File: src/rtl/clu_pkg.sv
package clu_pkg;

   localparam int unsigned LUT_W = 8;

   typedef enum logic [1:0] {
      CK_SYS   = 2'd0,
      CK_SELA  = 2'd1,
      CK_CARRY = 2'd2,
      CK_TMR   = 2'd3
   } clk_src_e;

   function automatic int unsigned sel_bits(input int unsigned n);
      return (n <= 1) ? 1 : $clog2(n);
   endfunction

endpackage

File: src/rtl/clu_regs.sv
module clu_regs
   import clu_pkg::*;
#(
   parameter int unsigned NCELL  = 4,
   parameter int unsigned DATA_W = 16,
   parameter int unsigned AW     = 4,
   parameter int unsigned ASW    = 4,
   parameter int unsigned BSW    = 3
) (
   input  logic                            clk,
   input  logic                            rst_n,
   input  logic                            wr_en,
   input  logic [AW-1:0]                   wr_addr,
   input  logic [DATA_W-1:0]               wr_data,
   input  logic [NCELL-1:0]                rise_evt,
   input  logic [NCELL-1:0]                fall_evt,
   output logic [NCELL-1:0][LUT_W-1:0]     lut_q,
   output logic [NCELL-1:0][ASW-1:0]       asel_q,
   output logic [NCELL-1:0][BSW-1:0]       bsel_q,
   output logic [NCELL-1:0]                bypass_q,
   output logic [NCELL-1:0][1:0]           clksel_q,
   output logic [NCELL-1:0]                rise_en_q,
   output logic [NCELL-1:0]                fall_en_q,
   output logic [2*NCELL-1:0]              flags_q
);

   localparam int unsigned BSEL_LO = ASW;
   localparam int unsigned BYP_BIT = ASW + BSW;
   localparam int unsigned CKS_LO  = BYP_BIT + 1;
   localparam int unsigned RIE_BIT = CKS_LO + 2;
   localparam int unsigned FIE_BIT = RIE_BIT + 1;
   localparam logic [AW-1:0] CLR_ADDR = AW'(2 * NCELL);

   for (genvar i = 0; i < NCELL; i++) begin : g_cell_regs
      localparam logic [AW-1:0] LUT_ADDR = AW'(2 * i);
      localparam logic [AW-1:0] CFG_ADDR = AW'(2 * i + 1);

      always_ff @(posedge clk) begin
         if (!rst_n) begin
            lut_q[i] <= '0;
         end else if (wr_en && wr_addr == LUT_ADDR) begin
            lut_q[i] <= wr_data[LUT_W-1:0];
         end
      end

      always_ff @(posedge clk) begin
         if (!rst_n) begin
            asel_q[i]    <= '0;
            bsel_q[i]    <= '0;
            bypass_q[i]  <= 1'b0;
            clksel_q[i]  <= 2'd0;
            rise_en_q[i] <= 1'b0;
            fall_en_q[i] <= 1'b0;
         end else if (wr_en && wr_addr == CFG_ADDR) begin
            asel_q[i]    <= wr_data[ASW-1:0];
            bsel_q[i]    <= wr_data[BSEL_LO +: BSW];
            bypass_q[i]  <= wr_data[BYP_BIT];
            clksel_q[i]  <= wr_data[CKS_LO +: 2];
            rise_en_q[i] <= wr_data[RIE_BIT];
            fall_en_q[i] <= wr_data[FIE_BIT];
         end
      end
   end

   logic [2*NCELL-1:0] flag_set;
   logic [2*NCELL-1:0] flag_clr;

   always_comb begin
      for (int i = 0; i < NCELL; i++) begin
         flag_set[2*i]   = rise_evt[i] & rise_en_q[i];
         flag_set[2*i+1] = fall_evt[i] & fall_en_q[i];
      end
      flag_clr = (wr_en && wr_addr == CLR_ADDR) ? wr_data[2*NCELL-1:0] : '0;
   end

   always_ff @(posedge clk) begin
      if (!rst_n) begin
         flags_q <= '0;
      end else begin
         flags_q <= (flags_q & ~flag_clr) | flag_set;
      end
   end

endmodule

File: src/rtl/clu_cell.sv
module clu_cell
   import clu_pkg::*;
#(
   parameter int unsigned NA_TOT      = 12,
   parameter int unsigned NB          = 8,
   parameter int unsigned ASW         = 4,
   parameter int unsigned BSW         = 3,
   parameter int unsigned SYNC_STAGES = 2
) (
   input  logic              clk,
   input  logic              rst_n,
   input  logic [LUT_W-1:0]  lut,
   input  logic [ASW-1:0]    asel,
   input  logic [BSW-1:0]    bsel,
   input  logic              bypass,
   input  logic [1:0]        clksel,
   input  logic [NA_TOT-1:0] a_src,
   input  logic [NB-1:0]     b_src,
   input  logic              carry_in,
   input  logic              tmr_ovf,
   output logic              lut_out,
   output logic              pin_out,
   output logic              sync_out,
   output logic              rise_evt,
   output logic              fall_evt
);

   logic     a_val, b_val;
   logic     a_prev, c_prev, t_prev;
   logic     capture;
   logic     ff_q;
   logic     sync_prev;
   clk_src_e src;

   always_comb begin
      a_val = 1'b0;
      if (int'(asel) < NA_TOT) a_val = a_src[asel];
      b_val = 1'b0;
      if (int'(bsel) < NB) b_val = b_src[bsel];
   end

   assign lut_out = lut[{a_val, b_val, carry_in}];
   assign src     = clk_src_e'(clksel);

   always_comb begin
      unique case (src)
         CK_SYS:   capture = 1'b1;
         CK_SELA:  capture = a_val & ~a_prev;
         CK_CARRY: capture = carry_in & ~c_prev;
         CK_TMR:   capture = tmr_ovf & ~t_prev;
         default:  capture = 1'b0;
      endcase
   end

   always_ff @(posedge clk) begin
      if (!rst_n) begin
         a_prev <= 1'b0;
         c_prev <= 1'b0;
         t_prev <= 1'b0;
         ff_q   <= 1'b0;
      end else begin
         a_prev <= a_val;
         c_prev <= carry_in;
         t_prev <= tmr_ovf;
         if (capture) ff_q <= lut_out;
      end
   end

   assign pin_out = bypass ? lut_out : ff_q;

   if (SYNC_STAGES == 1) begin : g_sync_one
      always_ff @(posedge clk) begin
         if (!rst_n) sync_out <= 1'b0;
         else        sync_out <= pin_out;
      end
   end else begin : g_sync_chain
      logic [SYNC_STAGES-1:0] stg;
      always_ff @(posedge clk) begin
         if (!rst_n) stg <= '0;
         else        stg <= {stg[SYNC_STAGES-2:0], pin_out};
      end
      assign sync_out = stg[SYNC_STAGES-1];
   end

   always_ff @(posedge clk) begin
      if (!rst_n) sync_prev <= 1'b0;
      else        sync_prev <= sync_out;
   end

   assign rise_evt = sync_out & ~sync_prev;
   assign fall_evt = ~sync_out & sync_prev;

endmodule

File: src/rtl/clu_fabric.sv
module clu_fabric
   import clu_pkg::*;
#(
   parameter int unsigned NCELL       = 4,
   parameter int unsigned NPIN_A      = 8,
   parameter int unsigned NPIN_B      = 8,
   parameter int unsigned SYNC_STAGES = 2,
   parameter int unsigned DATA_W      = 16,
   localparam int unsigned NA_TOT     = NPIN_A + NCELL,
   localparam int unsigned ASW        = sel_bits(NA_TOT),
   localparam int unsigned BSW        = sel_bits(NPIN_B),
   localparam int unsigned AW         = sel_bits(2 * NCELL + 1),
   localparam int unsigned CFG_W      = ASW + BSW + 5
) (
   input  logic               clk,
   input  logic               rst_n,
   input  logic               wr_en,
   input  logic [AW-1:0]      wr_addr,
   input  logic [DATA_W-1:0]  wr_data,
   input  logic [NPIN_A-1:0]  pin_a,
   input  logic [NPIN_B-1:0]  pin_b,
   input  logic               tmr_ovf,
   output logic [NCELL-1:0]   pin_out,
   output logic [NCELL-1:0]   sync_out,
   output logic [2*NCELL-1:0] irq_flags
);

   if (NCELL < 1)            begin : g_bad_cells $error("NCELL must be at least 1"); end
   if (NPIN_A < 1)           begin : g_bad_pa    $error("NPIN_A must be at least 1"); end
   if (NPIN_B < 1)           begin : g_bad_pb    $error("NPIN_B must be at least 1"); end
   if (SYNC_STAGES < 1)      begin : g_bad_sync  $error("SYNC_STAGES must be at least 1"); end
   if (DATA_W < CFG_W)       begin : g_bad_cfgw  $error("DATA_W too narrow for config"); end
   if (DATA_W < LUT_W)       begin : g_bad_lutw  $error("DATA_W too narrow for table"); end
   if (DATA_W < 2 * NCELL)   begin : g_bad_clrw  $error("DATA_W too narrow for flag clear"); end

   logic [NCELL-1:0][LUT_W-1:0] lut_q;
   logic [NCELL-1:0][ASW-1:0]   asel_q;
   logic [NCELL-1:0][BSW-1:0]   bsel_q;
   logic [NCELL-1:0]            bypass_q;
   logic [NCELL-1:0][1:0]       clksel_q;
   logic [NCELL-1:0]            rise_en_q;
   logic [NCELL-1:0]            fall_en_q;
   logic [NCELL-1:0]            rise_evt, fall_evt;
   logic [NCELL-1:0]            lut_out;
   logic [NCELL-1:0]            carry;
   logic [NA_TOT-1:0]           a_src;

   clu_regs #(
      .NCELL (NCELL), .DATA_W(DATA_W), .AW(AW), .ASW(ASW), .BSW(BSW)
   ) i_regs (
      .clk      (clk),
      .rst_n    (rst_n),
      .wr_en    (wr_en),
      .wr_addr  (wr_addr),
      .wr_data  (wr_data),
      .rise_evt (rise_evt),
      .fall_evt (fall_evt),
      .lut_q    (lut_q),
      .asel_q   (asel_q),
      .bsel_q   (bsel_q),
      .bypass_q (bypass_q),
      .clksel_q (clksel_q),
      .rise_en_q(rise_en_q),
      .fall_en_q(fall_en_q),
      .flags_q  (irq_flags)
   );

   assign a_src = {sync_out, pin_a};

   for (genvar i = 0; i < NCELL; i++) begin : g_cell
      if (i == 0) begin : g_head
         assign carry[i] = 1'b0;
      end else begin : g_link
         assign carry[i] = lut_out[i-1];
      end

      clu_cell #(
         .NA_TOT(NA_TOT), .NB(NPIN_B), .ASW(ASW), .BSW(BSW),
         .SYNC_STAGES(SYNC_STAGES)
      ) i_cell (
         .clk     (clk),
         .rst_n   (rst_n),
         .lut     (lut_q[i]),
         .asel    (asel_q[i]),
         .bsel    (bsel_q[i]),
         .bypass  (bypass_q[i]),
         .clksel  (clksel_q[i]),
         .a_src   (a_src),
         .b_src   (pin_b),
         .carry_in(carry[i]),
         .tmr_ovf (tmr_ovf),
         .lut_out (lut_out[i]),
         .pin_out (pin_out[i]),
         .sync_out(sync_out[i]),
         .rise_evt(rise_evt[i]),
         .fall_evt(fall_evt[i])
      );
   end

endmodule

File: config.mk
export PLATFORM = sky130hd
export DESIGN_NAME = clu_fabric
export DESIGN_NICKNAME = d
export VERILOG_FILES = /design/src/rtl/clu_pkg.sv /design/src/rtl/clu_regs.sv /design/src/rtl/clu_cell.sv /design/src/rtl/clu_fabric.sv
export SDC_FILE = /design/constraint.sdc
export NUM_CORES = 1
export LEC_CHECK = 0
export BUFFER_PORTS_ARGS = -buffer_cell sky130_fd_sc_hd__buf_4
export CAP_MARGIN = 15
export CORE_UTILIZATION = 50
export DETAILED_ROUTE_END_ITERATION = 10
export PLACE_DENSITY = 0.76
export SETUP_SLACK_MARGIN = 0.02
export SLEW_MARGIN = 10
export SYNTH_ARGS = -nofsm -noshare
export SYNTH_HDL_FRONTEND = slang
export SYNTH_HIERARCHICAL = 1
export SYNTH_SLANG_ARGS = --single-unit
File: constraint.sdc
create_clock -name clk -period 11.6 [get_ports clk]
set_input_delay 0 -clock clk [delete_from_list [all_inputs] [get_ports clk]]
set_output_delay 0 -clock clk [all_outputs]
set_load 0.005 [all_outputs]
# After elaboration in Yosys (flattened, before gate mapping)

Index checks and enable logic that the tools add are counted.
W data, S select, Z words.

$add $sub $neg: 0
Multiply operators: 0
Divide/modulo/power cells: 0
$lt $le $gt $ge: 16
Equality and inequality tests: 20
Shifts and indexed selects: 0
Mux-type cells: 37
Bitwise gates (word level): 43
Reductions and logical operators: 14

Operators with widths:

| kind                 | number |
|---|---|
| $lt A3 B4 Y1 const B | 8 |
| $and A1 B1 Y1        | 24 |
| $bmux W1 S3          | 7 |
| $lt A4 B5 Y1 const B | 4 |
| $mux W1              | 20 |
| $bmux W1 S4          | 4 |
| $eq A2 B2 Y1 const B | 8 |
| $eq A4 B3 Y1 const B | 4 |
| $lt A4 B4 Y1 const B | 4 |
| $not A1 Y1           | 16 |
| $pmux W1 S4          | 4 |
| $logic_and A1 B1 Y1  | 9 |
| $and A8 B8 Y8        | 1 |
| $eq A2 B1 Y1 const B | 4 |
| $eq A4 B2 Y1 const B | 2 |
| $logic_not A2 Y1     | 4 |
| $mux W8              | 1 |
| $not A8 Y8           | 1 |
| $or A8 B8 Y8         | 1 |
| $eq A4 B1 Y1 const B | 1 |
| $eq A4 B4 Y1 const B | 1 |
| $logic_not A4 Y1     | 1 |
| $bmux W1 S2          | 1 |

Bits in registers: 111
Latch bits: 0
Bits in writable memories: 0
ROM bits: 0
Bits of input ports: 40
Output and inout bits: 16
Word-level logic and storage cells: 179
Memories kept: 0

# Logic depth before layout (Yosys ltp)

Depth in word-level cells: 12
Gate-level depth with buffers: 25
Gate-level depth less buffers: 21

# Hierarchy

Netlist, hierarchy kept.

Modules (own cells, without submodules):

| module     | times used | cells an instance | area an instance (um^2) | seq. area each (um^2) |
|---|---|---|---|---|
| clu_regs   | 1          | 316               | 3274.4                  | 1761.7 |
| clu_cell   | 4          | 57                | 518.0                   | 140.1 |
| clu_fabric | 1          | 1                 | 3.8                     | 0.0 |

# Worst setup path after synthesis

No wires, ideal clock.

Path kind: flip-flop to flip-flop
Start point: register i_regs/bsel_q[1] in the netlist's numbering
End point: register g_cell[3].i_cell.g_sync_chain.stg[0]
Setup time: 0.070 ns
Arrival time: 3.917 ns
Data required time: 11.530 ns
Path slack: 7.614 ns
Cell stages (with the launch flop): 25
Buffers on the path: 3
Period minus slack after synthesis: 3.986 ns
Cell sequence: dfxtp_1 > mux4_2 > mux2_4 > a211oi_1 > a21oi_1 > mux2i_2 > inv_1 > buf_6 > and2b_2 > a211oi_1 > a21oi_1 > mux2i_2 > inv_1 > buf_6 > and2b_2 > a211oi_1 > a21oi_1 > mux2i_2 > inv_1 > buf_6 > and2b_2 > a211oi_1 > a21oi_1 > mux2i_2 > a21oi_1

Word-level cells in the longest chain between the ends: 11

RTL lines:

| element                          | line             | source |
|---|---|---|
| start: declaration               | clu_regs.sv:19   | `output logic [NCELL-1:0][BSW-1:0] bsel_q,` |
| start signal: indexed assignment | clu_regs.sv:56   | `bsel_q[i] <= wr_data[BSEL_LO +: BSW];` |
| $bmux W1 S3                      | clu_cell.sv:39   | `if (int'(bsel) < NB) b_val = b_src[bsel];` |
| $mux W1 (not written as such)    | clu_cell.sv:39   |  |
| $bmux W1 S2                      | clu_cell.sv:42   | `assign lut_out = lut[{a_val, b_val, carry_in}];` |
| $mux W1 (not written as such)    | clu_cell.sv:42   |  |
| via carry[1]                     | clu_fabric.sv:45 | `logic [NCELL-1:0] carry;` |
| $bmux W1 S3                      | clu_cell.sv:42   |  |
| $mux W1 (not written as such)    | clu_cell.sv:42   |  |
| via carry[2]                     | clu_fabric.sv:45 |  |
| $bmux W1 S3                      | clu_cell.sv:42   |  |
| $mux W1 (not written as such)    | clu_cell.sv:42   |  |
| via carry[3]                     | clu_fabric.sv:45 |  |
| $bmux W1 S3                      | clu_cell.sv:42   |  |
| $mux W1 (not written as such)    | clu_cell.sv:42   |  |
| $mux W1                          | clu_cell.sv:69   | `assign pin_out = bypass ? lut_out : ff_q;` |
| end signal: assignment           | clu_cell.sv:80   | `else stg <= {stg[SYNC_STAGES-2:0], pin_out};` |
| end: declaration                 | clu_cell.sv:77   | `logic [SYNC_STAGES-1:0] stg;` |

The timed path passes the listed nets, and every way through them passes these cells. The select of a mux whose other input is x is not followed.
A chain may end at the register's enable or synchronous reset.

# Worst setup path in the final report

Start point: register i_regs/bsel_q[1] in the netlist's numbering
End point: output port pin_out[3]

Word-level cells in the longest chain between the ends: 11

RTL lines:

| element                       | line             | source |
|---|---|---|
| $bmux W1 S3                   | clu_cell.sv:39   |  |
| $mux W1 (not written as such) | clu_cell.sv:39   |  |
| $bmux W1 S2                   | clu_cell.sv:42   |  |
| $mux W1 (not written as such) | clu_cell.sv:42   |  |
| via carry[1]                  | clu_fabric.sv:45 |  |
| $bmux W1 S3                   | clu_cell.sv:42   |  |
| $mux W1 (not written as such) | clu_cell.sv:42   |  |
| via carry[2]                  | clu_fabric.sv:45 |  |
| $bmux W1 S3                   | clu_cell.sv:42   |  |
| $mux W1 (not written as such) | clu_cell.sv:42   |  |
| via carry[3]                  | clu_fabric.sv:45 |  |
| $bmux W1 S3                   | clu_cell.sv:42   |  |
| $mux W1 (not written as such) | clu_cell.sv:42   |  |
| $mux W1                       | clu_cell.sv:69   |  |
| end: declaration              | clu_fabric.sv:23 | `output logic [NCELL-1:0] pin_out,` |

The timed path passes the listed nets, and every way through them passes these cells. The select of a mux whose other input is x is not followed.

==> run summary <==
status - finished clean
vias per inst - 5.60
CTS Buf Count - 17
cell count after synthesis - 544
Starting DRT DRC Count - 345
Final Skew - 0.00777 ns
Detail Route Antenna Nets - 0
crit start category - register
htree depth - 4
first-pass GRT wire length - 20,700 µm
CTS hold repair buffers - 19
RR Endpoint - g_cell[3].i_cell/ff_q
Clock transition at path regs - 0.06 ns
LEAKAGE - 2.63 nW
Die ar. - 0.0111 mm²
layout cells sized above 1 - 19.2%
slew margin rel. - 25.5%
Final Max Slew Viols - 0
Flop pwr share - 43.0%
vias in the first global route - 4,249
Worst R2R Path Depth - 21
Via Count - 4,256
RSZ-0062 raised after global routing - no
period utilisation layout - 47.3%
CORE AREA - 0.0103 mm²
Worst path slowest cell - mux4_2
most used cell along the critical path - a21oi_1
P_int - 735 µW
Hold Violations, Final - 0
worst hold path cell count - 4
final instance area - 0.00650 mm²
GRT Util Overall - 24.2%
largest stage delay on the critical path - 0.53 ns
Post-Route WL - 13,000 µm
PD cells - 148 mW/mm²
CP top delay family - multiplexers
Die Wd - 105 µm
final setup TNS - 0 ns
Area Overhead vs Synth - 21.6%
CTS tree - yes
hpwl dp - 8330 µm
Slew @ Worst Pin - 1.12 ns
First-pass DRT Iterations - 6
CP endpoint kind - primary output
Post-CTS Setup Inserts - 0
WHS Endpoint - i_regs/lut_q[5]
Port Buffers - 51
Reg-to-Reg Start - i_regs/bsel_q[1]
fin nets - 651
Hold Crit Class - primary input to register
Resize count post-CTS - 0
Mapped Area - 0.00535 mm²
critical path type - register to primary output
num ports - 56
drt wl/cell - 17.1 µm
DR DRC count - 0
WP buf/inv - 4
pin count of the biggest net entering global routing - 121
Peak Freq - 0.182 GHz
Post-Syn Nets - 584
VDD IR max - 0.0939 mV
initial core utilization - 51.8%
NetSw - 227 µW
Final setup viols - 0
die height - 105 µm
slack of the worst reg-to-reg path - 6.66 ns
crit path DAT - 5.49 ns
Worst-Skew Late Latency - 0.50 ns
Final min period - 5.49 ns
share of total power in the clock network - 48.9%
Max clock buf depth - 2
initial antenna violation count - 0
placement row count - 37
GP Congestion - 0.779
Synth Warn # - 6
CP max FO - 8
grt ovf - 0
Switching Fraction - 23.6%
Worst EP required - 11.60 ns
ant diodes - 0
Sink Count - 116
combinational power share - 8.1%
Hold Path Origin - wr_addr[3]
syn avg cell area - 9.83 µm²
Cell Area, Placed - 0.00576 mm²
worst-path cell chain - mux4_2 > mux2_4 > a211oi_1 > a21oi_1 > mux2i_2 > inv_1 > and2b_2 > a211oi_1 > a21oi_1 > mux2i_2 > inv_1 > and2b_2 > a211oi_1 > a21oi_1 > mux2i_2 > inv_1 > and2b_2 > a211oi_1 > a21oi_1 > mux2i_2 > a21oi_1 > buf_4
Root Buffer - clkbuf_8
maxcap violations - 0
placed cells by master, fill, tap and decap left out, drive strengths merged, types with 5 or more instances in the layout:
master,n
and2,20
a21oi,28
a311oi,8
a211oi,8
buf,55
clkinvlp,8
clkbuf,19
dlygate4sd3,19
nor2b,16
or3,5
mux4,8
dfxtp,116
and2b,5
nand2,114
a31oi,8
nor2,14
mux2i,108
o21ai,8
inv,12
mux2,12
power groups by stage:
stage | sequential [mW] | clock, mW | combinational (mW)
3_5_place_dp | 0.422 | 0 | 0.0712
2_1_floorplan | 0.420 | 0 | 0.0464
3_3_place_gp | 0.421 | 0 | 0.0690
6_report | 0.414 | 0.471 | 0.0776
4_1_cts | 0.413 | 0.479 | 0.0765
5_1_grt | 0.414 | 0.500 | 0.0833
stage by stage:
step | instances | setup slack [ns] | utilization [%] | power (mW) | hold slack, ns
finish | 760 | 6.11 | 63.0 | 0.962 | 0.0553
global route | 760 | 5.78 | 63.0 | 0.998 | 0.0395
CTS | 760 | 6.12 | 63.0 | 0.969 | 0.0178
detailed placement | 709 | 6.79 | 55.8 | 0.493 | 0.212
global placement | 709 | 6.95 | 55.8 | 0.490 | 0.204
floorplan | 544 | 7.62 | - | 0.466 | 0.110
final cells by class:
cell class,instances,area [µm²]
Timing Repair Buffer,74,603
Tap cell,136,170
Multi-Input combinational cell,390,2810
Clock buffer,19,442
Inverter,12,45.0
Fill cell,801,3820
Clock inverter,13,110
Sequential cell,116,2320
registers in the layout, indices dropped and copies added, names as in the netlist:
signal and flops:
i_regs/asel_q 16, g_cell.i_cell/sync_prev 4, i_regs/bypass_q 4, g_cell.i_cell/t_prev 4
g_cell.i_cell/g_sync_chain.stg 8, i_regs/lut_q 32, i_regs/bsel_q 12, g_cell.i_cell/a_prev 4
i_regs/fall_en_q 4, g_cell.i_cell/c_prev 4, i_regs/flags_q 8, i_regs/clksel_q 8
i_regs/rise_en_q 4, g_cell.i_cell/ff_q 4
how the worst max path moves through the flow:
stage,from,to,slack [ns],depth (start not counted)
2_1_floorplan,i_regs/bsel_q[1],g_cell[3].i_cell/g_sync_chain.stg[0],7.62,24
3_3_place_gp,i_regs/bsel_q[1],pin_out[3],6.95,22
3_5_place_dp,i_regs/bsel_q[1],pin_out[3],6.79,22
4_1_cts,i_regs/bsel_q[1],pin_out[3],6.12,22
5_1_grt,i_regs/bsel_q[1],pin_out[3],5.78,22
6_report,i_regs/bsel_q[1],pin_out[3],6.11,22
worst reg2reg max path, delay by kind of cell, from the launching register on:
family	cells	cell delay [ns]
flip-flops	1	0.40
AO/OA/AOI/OAI	9	1.31
multiplexers	6	1.68
AND/OR/NAND/NOR	3	0.77
buffers and inverters	3	0.71
per-layer routing:
| layer | routed length [µm] | track usage (%) | vias up |
|---|---|---|---|
| li1 | - | - | 2051 |
| met2 | 6580 | 42.7 | 126 |
| met5 | 0 | 0 | - |
| met4 | 137 | 8.15 | 0 |
| met1 | 5660 | 28.4 | 2063 |
| met3 | 635 | 6.18 | 16 |
(Power assumes the default switching activity.)
